`src/rtl/sar_conv_ctrl.sv`:
```
module sar_conv_ctrl #(
  parameter int WIDTH      = 12,
  parameter int SHORT_BITS = 8,
  parameter int ACQ_CYCLES = 4
) (
  input  logic             clk,
  input  logic             rst_n,
  input  logic             chip_en,
  input  logic             cs_n,
  input  logic             rd_conv_n,
  input  logic             wide,
  input  logic             addr0,
  input  logic             cmp_hi,
  output logic [WIDTH-1:0] trial_word,
  output logic             hold,
  output logic             clk_en,
  output logic             busy,
  output logic [WIDTH-1:0] bus_data,
  output logic             bus_oe
);
  localparam int IW  = $clog2(WIDTH);
  localparam int AW  = $clog2(ACQ_CYCLES + 1);
  localparam int PAD = WIDTH - SHORT_BITS;

  typedef enum logic [1:0] {S_IDLE, S_CONV, S_ACQ} state_t;

  state_t           state;
  logic [WIDTH-1:0] sar;
  logic [IW-1:0]    idx, stop_idx;
  logic [AW-1:0]    acq_cnt;

  wire start_cmd = chip_en & ~cs_n & ~rd_conv_n;
  wire read_cmd  = chip_en & ~cs_n &  rd_conv_n;
  wire converting = (state == S_CONV);

  always_ff @(posedge clk or negedge rst_n) begin
    if (!rst_n) begin
      state    <= S_IDLE;
      sar      <= '0;
      idx      <= '0;
      stop_idx <= '0;
      acq_cnt  <= '0;
    end else begin
      case (state)
        S_IDLE: if (start_cmd) begin
          state    <= S_CONV;
          sar      <= '0;
          idx      <= IW'(WIDTH - 1);
          stop_idx <= addr0 ? IW'(PAD) : '0;
        end
        S_CONV: begin
          if (cmp_hi) sar[idx] <= 1'b1;
          if (idx == stop_idx) begin
            state   <= S_ACQ;
            acq_cnt <= AW'(ACQ_CYCLES - 1);
          end else begin
            idx <= idx - 1'b1;
          end
        end
        S_ACQ: if (acq_cnt == '0) state <= S_IDLE;
               else acq_cnt <= acq_cnt - 1'b1;
        default: state <= S_IDLE;
      endcase
    end
  end

  assign trial_word = converting ? (sar | (WIDTH'(1) << idx)) : '0;
  assign hold       = converting;
  assign clk_en     = converting;
  assign busy       = (state != S_IDLE);
  assign bus_oe     = read_cmd & ~converting;

  wire [WIDTH-1:0] hi_byte = {{PAD{1'b0}}, sar[WIDTH-1 -: SHORT_BITS]};
  wire [WIDTH-1:0] lo_byte = {{(WIDTH-PAD){1'b0}}, sar[PAD-1:0]} << PAD;

  assign bus_data = !bus_oe ? '0 : wide ? sar : (addr0 ? lo_byte : hi_byte);
endmodule

```
`config.mk`:
```
export PLATFORM = sky130hd
export DESIGN_NAME = sar_conv_ctrl
export DESIGN_NICKNAME = d
export VERILOG_FILES = /design/src/rtl/sar_conv_ctrl.sv
export SDC_FILE = /design/constraint.sdc
export NUM_CORES = 1
export LEC_CHECK = 0
export ABC_AREA = 1
export BUFFER_PORTS_ARGS = -buffer_cell sky130_fd_sc_hd__buf_2
export CAP_MARGIN = 20
export CORE_ASPECT_RATIO = 0.8
export CORE_MARGIN = 2
export CORE_UTILIZATION = 53
export DETAILED_ROUTE_END_ITERATION = 8
export HOLD_SLACK_MARGIN = 0.02
export PLACE_DENSITY = 0.9
export SYNTH_ARGS = -nofsm -noshare
export SYNTH_HDL_FRONTEND = slang
export SYNTH_SLANG_ARGS = --single-unit
```
`constraint.sdc`:
```
create_clock -name clk -period 2 [get_ports clk]
set_clock_uncertainty 0.05 [all_clocks]
set_input_delay 0.4 -clock clk [delete_from_list [all_inputs] [get_ports clk]]
set_output_delay 0.4 -clock clk [all_outputs]
set_load 0.005 [all_outputs]
```
* Yosys cells after proc, flatten, opt, wreduce, memory -nomap -nowiden
Index checks and enable logic that the tools add are counted.
Cells by class: bitwise gates (word level) 9, $add $sub $neg 2, reduce and logical (&&, ||, !) cells 11, order comparisons 2, equality and inequality tests 9, shift-type cells 1, mux-type cells 20
Operator list (count):
- 12-bit two-way mux | 5
- 12-bit bitwise OR | 2
- 12-bit case mux with 2 select lines | 1
- 3-bit AND reduction | 4
- 1-bit by 4-bit left shift with 12-bit output, first input constant | 1
- 2-bit != test, second input constant | 5
- 3-bit two-way mux | 3
- 4-bit two-way mux | 2
- 8-bit two-way mux | 1
- 4-bit case mux with 2 select lines | 1
- 2-bit two-way mux | 3
- 2-bit case mux with 3 select lines | 1
- 3-bit case mux with 2 select lines | 1
- 2-bit nonzero test | 3
- 4-bit by 5-bit less-than comparator with 1-bit output, second input constant | 1
- 1-bit AND | 4
- 1-bit demux with 4-bit select | 1
- 4-bit == test | 1
- 4-bit by 1-bit >= comparator with 1-bit output, second input constant | 1
- 4-bit by 1-bit subtractor with 4-bit output, second input constant | 1
- 3-bit logical NOT | 1
- 1-bit inverter | 3
- 3-bit by 1-bit subtractor with 3-bit output, second input constant | 1
- 2-bit by 1-bit == test with 1-bit output, second input constant | 1
- 6 further kinds | 6
Storage, ports and cells: word-level logic and storage cells 59, output and inout port bits 28, input port bits 8, register bits after elaboration 25

* Longest topological paths before layout
word-level depth 7, mapped depth 9, depth with buffers taken out 9

* Worst setup path after synthesis
OpenSTA, ideal clock, no wires.
path kind reg-to-reg, from register idx[0], to register idx[3], path buffers 0, period minus slack after synthesis 1507 ps, slack 493 ps, data required time 1833 ps, cell stages (with the launch flop) 10, arrival 1340 ps, library setup time 117 ps, cells stage by stage dfrtp_1 > inv_1 > ha_1 > inv_1 > nor2_2 > nand3_1 > nand2_2 > nand2_2 > nand2_1 > nand2_1
Between the ends: longest elaborated chain between the ends 3, elaborated cells between the ends (all ways) 6, those cells by class 1 x add/sub; 2 x eq/ne; 2 x mux; 1 x reduce/logical
Ends and longest elaborated chain:
- start: declaration | line 29 | logic [IW-1:0] idx, stop_idx;
- start signal: assignment | line 48 | idx <= IW'(WIDTH - 1);
- start signal: assignment | line 57 | idx <= idx - 1'b1;
- 4-bit by 1-bit subtractor with 4-bit output or 4-bit == test (tied branches) | line 57, 53
- 4-bit two-way mux or 2-bit != test (tied branches)
- 4-bit case mux with 2 select lines or 3-bit AND reduction (tied branches)
Parallel ways exist; a longest one is shown, timed or not. The select of a mux whose other input is x is not followed. A chain may end at the register's enable or synchronous reset.

* Worst setup path after layout
from register idx[2], to output port trial_word[8]
Between the ends: longest elaborated chain between the ends 3
Ends and longest elaborated chain:
- 1-bit by 4-bit left shift with 12-bit output | line 67 | assign trial_word = converting ? (sar | (WIDTH'(1) << idx)) : '0;
- 12-bit bitwise OR | line 67
- 12-bit two-way mux | line 67
- end: declaration | line 14 | output logic [WIDTH-1:0] trial_word,
No other way between the ends.

==> results.json <==
{
  "status": "completed",
  "period_minus_slack_ps": 1947,
  "ys_ff_latch": 22,
  "ir_drop_mv": 0.7953,
  "grt_pass1_wl_mm": 5.830,
  "finalCritPeriodShare_pct": 97.34,
  "clockBufferDepth": 2,
  "r2r_setup_slack_ps": 340,
  "critPathTopFamily": "flip-flops",
  "drc": 0,
  "ys_types": 21,
  "worst_r2r_path_depth": 7,
  "synth_xor_area_share_pct": 0.5691,
  "cp_slowest_stage_delay_ps": 540,
  "synth_fa_ha_area_share_pct": 8.130,
  "power_leakage_nw": 0.9676,
  "cts-root-buf": "clkbuf_4",
  "final_layout_size_suffix_gt1_share_pct": 25.00,
  "p_clk_share_pct": 7.9,
  "fin_setup_tns_ps": 0,
  "hold_viol": 0,
  "intPower_mw": 1.228,
  "routed_wl_mm": 3.740,
  "mostFrequentLayoutCell": "buf_2",
  "relSlewSlack_pct": 67.40,
  "rows": 17,
  "dr.first_iter.drc_count": 112,
  "cts_tree": "yes",
  "cts_made_buffers": 3,
  "synth_compound_area_share_pct": 14.96,
  "dr_total_vias": 1569,
  "clk_pin_slew_worst_paths_ps": 110,
  "fp.dieW_um": 64.25,
  "hpwl_mm": 2.754,
  "combPwrFrac_pct": 59.4,
  "fin_nets": 280,
  "area_growth_pct": 17.80,
  "wl_per_cell_um": 12.55,
  "hp-class": "in -> reg",
  "fp.dieArea_um2": 3353,
  "final_max_slew_viol_count": 0,
  "min_path_cells": 3,
  "cp.arrival_ps": 1500,
  "worst-path-buf-inv": 2,
  "seq_area_frac_synth_pct": 35.77,
  "max_freq_mhz": 513.7,
  "cp-start-kind": "register",
  "cp.depth": 4,
  "start_util_pct": 55.66,
  "synth_nets": 241,
  "grt_pass1_vias": 1290,
  "core_um2": 2765,
  "power.switching_mw": 1.188,
  "syn_inst": 223,
  "end_kind": "output port",
  "max_cap_viol_count": 0,
  "yosys.area_share.simple_pct": 29.51,
  "p_sw_share_pct": 49.18,
  "antennaDiodeCount": 0,
  "ant_nets": 0,
  "grt_overflow": 0,
  "setup_viol": 0,
  "synth_top_family_by_area": "simple AND/OR/NAND/NOR gates",
  "p_seq_share_pct": 32.7,
  "pre_cts_ws_ps": 252.0,
  "worstPathMaxFanout": 12,
  "critical_path_class": "reg -> out",
  "placement.io_buffers": 35,
  "vias_per_cell": 5.265,
  "cp.required_ps": 1550,
  "clock-sinks": 22,
  "grt_start_max_net_pins": 23,
  "insertion_delay_ps": 300,
  "syn_area_per_cell_um2": 6.901,
  "power_per_cell_area_nw_per_um2": 1333,
  "io-pin-count": 36,
  "tightest_slew_ps": 489.1,
  "yosysWarnings": 0,
  "setup_ws_ps": 53.22,
  "netlist_area_um2": 1539,
  "die_y_um": 52.20,
  "final_cell_mix": "35 x buf_2, 34 x nand2_1, 29 x a21oi_1",
  "cpMaxStageDelayCell": "dfrtp_1",
  "grtUsageTotal_pct": 22.58,
  "antenna_found_initial": 0,
  "synthMuxAreaShare_pct": 0,
  "firstDrtPassIters": 5,
  "cts_htree_levels": 1,
  "path_cells": "clkinvlp_4 -> nand3_1 -> a21oi_1 -> buf_2",
  "place_congestion": 0.9059
}
cell type report:
cell class | count | area, um2
fill | 239 | 952.2
sequential | 22 | 553.0
multi-input combinational | 158 | 820.8
tap | 38 | 47.55
clock buffer | 3 | 22.52
timing repair buffer | 43 | 237.7
inverter | 34 | 131.4
worst paths after layout:
path / from / endpoint
max reg2reg: idx[2]$_DFFE_PN0P_ / idx[3]$_DFFE_PN0P_
min: addr0 / stop_idx[2]$_DFFE_PN0P_
max: idx[2]$_DFFE_PN0P_ / trial_word[8]
max in group asynchronous: rst_n / idx[3]$_DFFE_PN0P_
min in group asynchronous: rst_n / sar[6]$_DFFE_PN0P_
min reg2reg: sar[10]$_DFFE_PN0P_ / sar[10]$_DFFE_PN0P_
power groups by stage:
| stage | sequential (mW) | clock (mW) | combinational [mW] |
|---|---|---|---|
| 6_report | 0.790 | 0.191 | 1.44 |
| 5_1_grt | 0.811 | 0.217 | 1.61 |
| 4_1_cts | 0.791 | 0.194 | 1.36 |
| 3_5_place_dp | 0.798 | 0 | 1.34 |
| 3_3_place_gp | 0.789 | 0 | 1.29 |
| 2_1_floorplan | 0.745 | 0 | 0.966 |
Yosys cell counts (all sizes together):
| cell type | number | share of area (%) |
|---|---|---|
| nand2 | 37 | 9.5 |
| inv | 34 | 8.3 |
| nor2 | 31 | 8.4 |
| a21oi | 29 | 9.4 |
| nand3 | 27 | 9.1 |
| dfrtp | 22 | 36 |
| o21ai | 17 | 5.5 |
| ha | 10 | 8.1 |
| buf | 5 | 1.8 |
| clkbuf | 4 | 0.98 |
| nor3 | 4 | 1.3 |
| nand4 | 2 | 1.2 |
| xnor2 | 1 | 0.57 |
flip-flops by register name, indices dropped and copies added, names as in the netlist:
name / count
state: 2
idx: 4
stop_idx: 1
sar: 12
acq_cnt: 3
worst register-to-register path, stage by stage, from the launching register on:
cell and delay (ps):
dfrtp_1 540, clkinvlp_4 300, nand2_1 150, nand3_1 110, nand2_2 170, nand2_2 110, nand2_1 70, nand2_1 50
cells by family after synthesis:
kind of cell    Yosys count
xor+xnor                  1
buf+inv                  43
simple gates            101
flops                    22
fa+ha+maj                10
compound gates           46
stage by stage:
stage                     cell area, um2  power, mW  std cells  util [%]  hold slack, ps
final                               1813      2.416        298     65.57           408.8
after global routing                1813      2.637        298     65.57           431.1
after CTS                           1775      2.341        294     64.21           402.5
after detailed placement            1742      2.140        290     62.99           332.1
after global placement              1742      2.083        290     62.99           330.3
after floorplan                     1539      1.711        223         -           54.41
per-layer routing:
| layer | vias to the layer above | share of wire, % | global-route usage (%) | wire length, um |
|---|---|---|---|---|
| met2 | 82 | 44 | 35.76 | 1658 |
| met3 | 4 | 10 | 5.161 | 381 |
| met5 | - | 0 | 0 | 0 |
| met4 | 0 | 0.96 | 3.901 | 36 |
| li1 | 792 | - | - | - |
| met1 | 691 | 44 | 32.28 | 1664 |
what timing repair did:
action | in CTS | in global routing
endpoints found under the setup margin | 1 | 16
buffers inserted | 0 | 4
pin swaps | 0 | 0
gates resized for setup | 1 | 6
hold buffers | 1 | 0
endpoints found under the hold margin | 22 | 0
(Power assumes the default switching activity.)
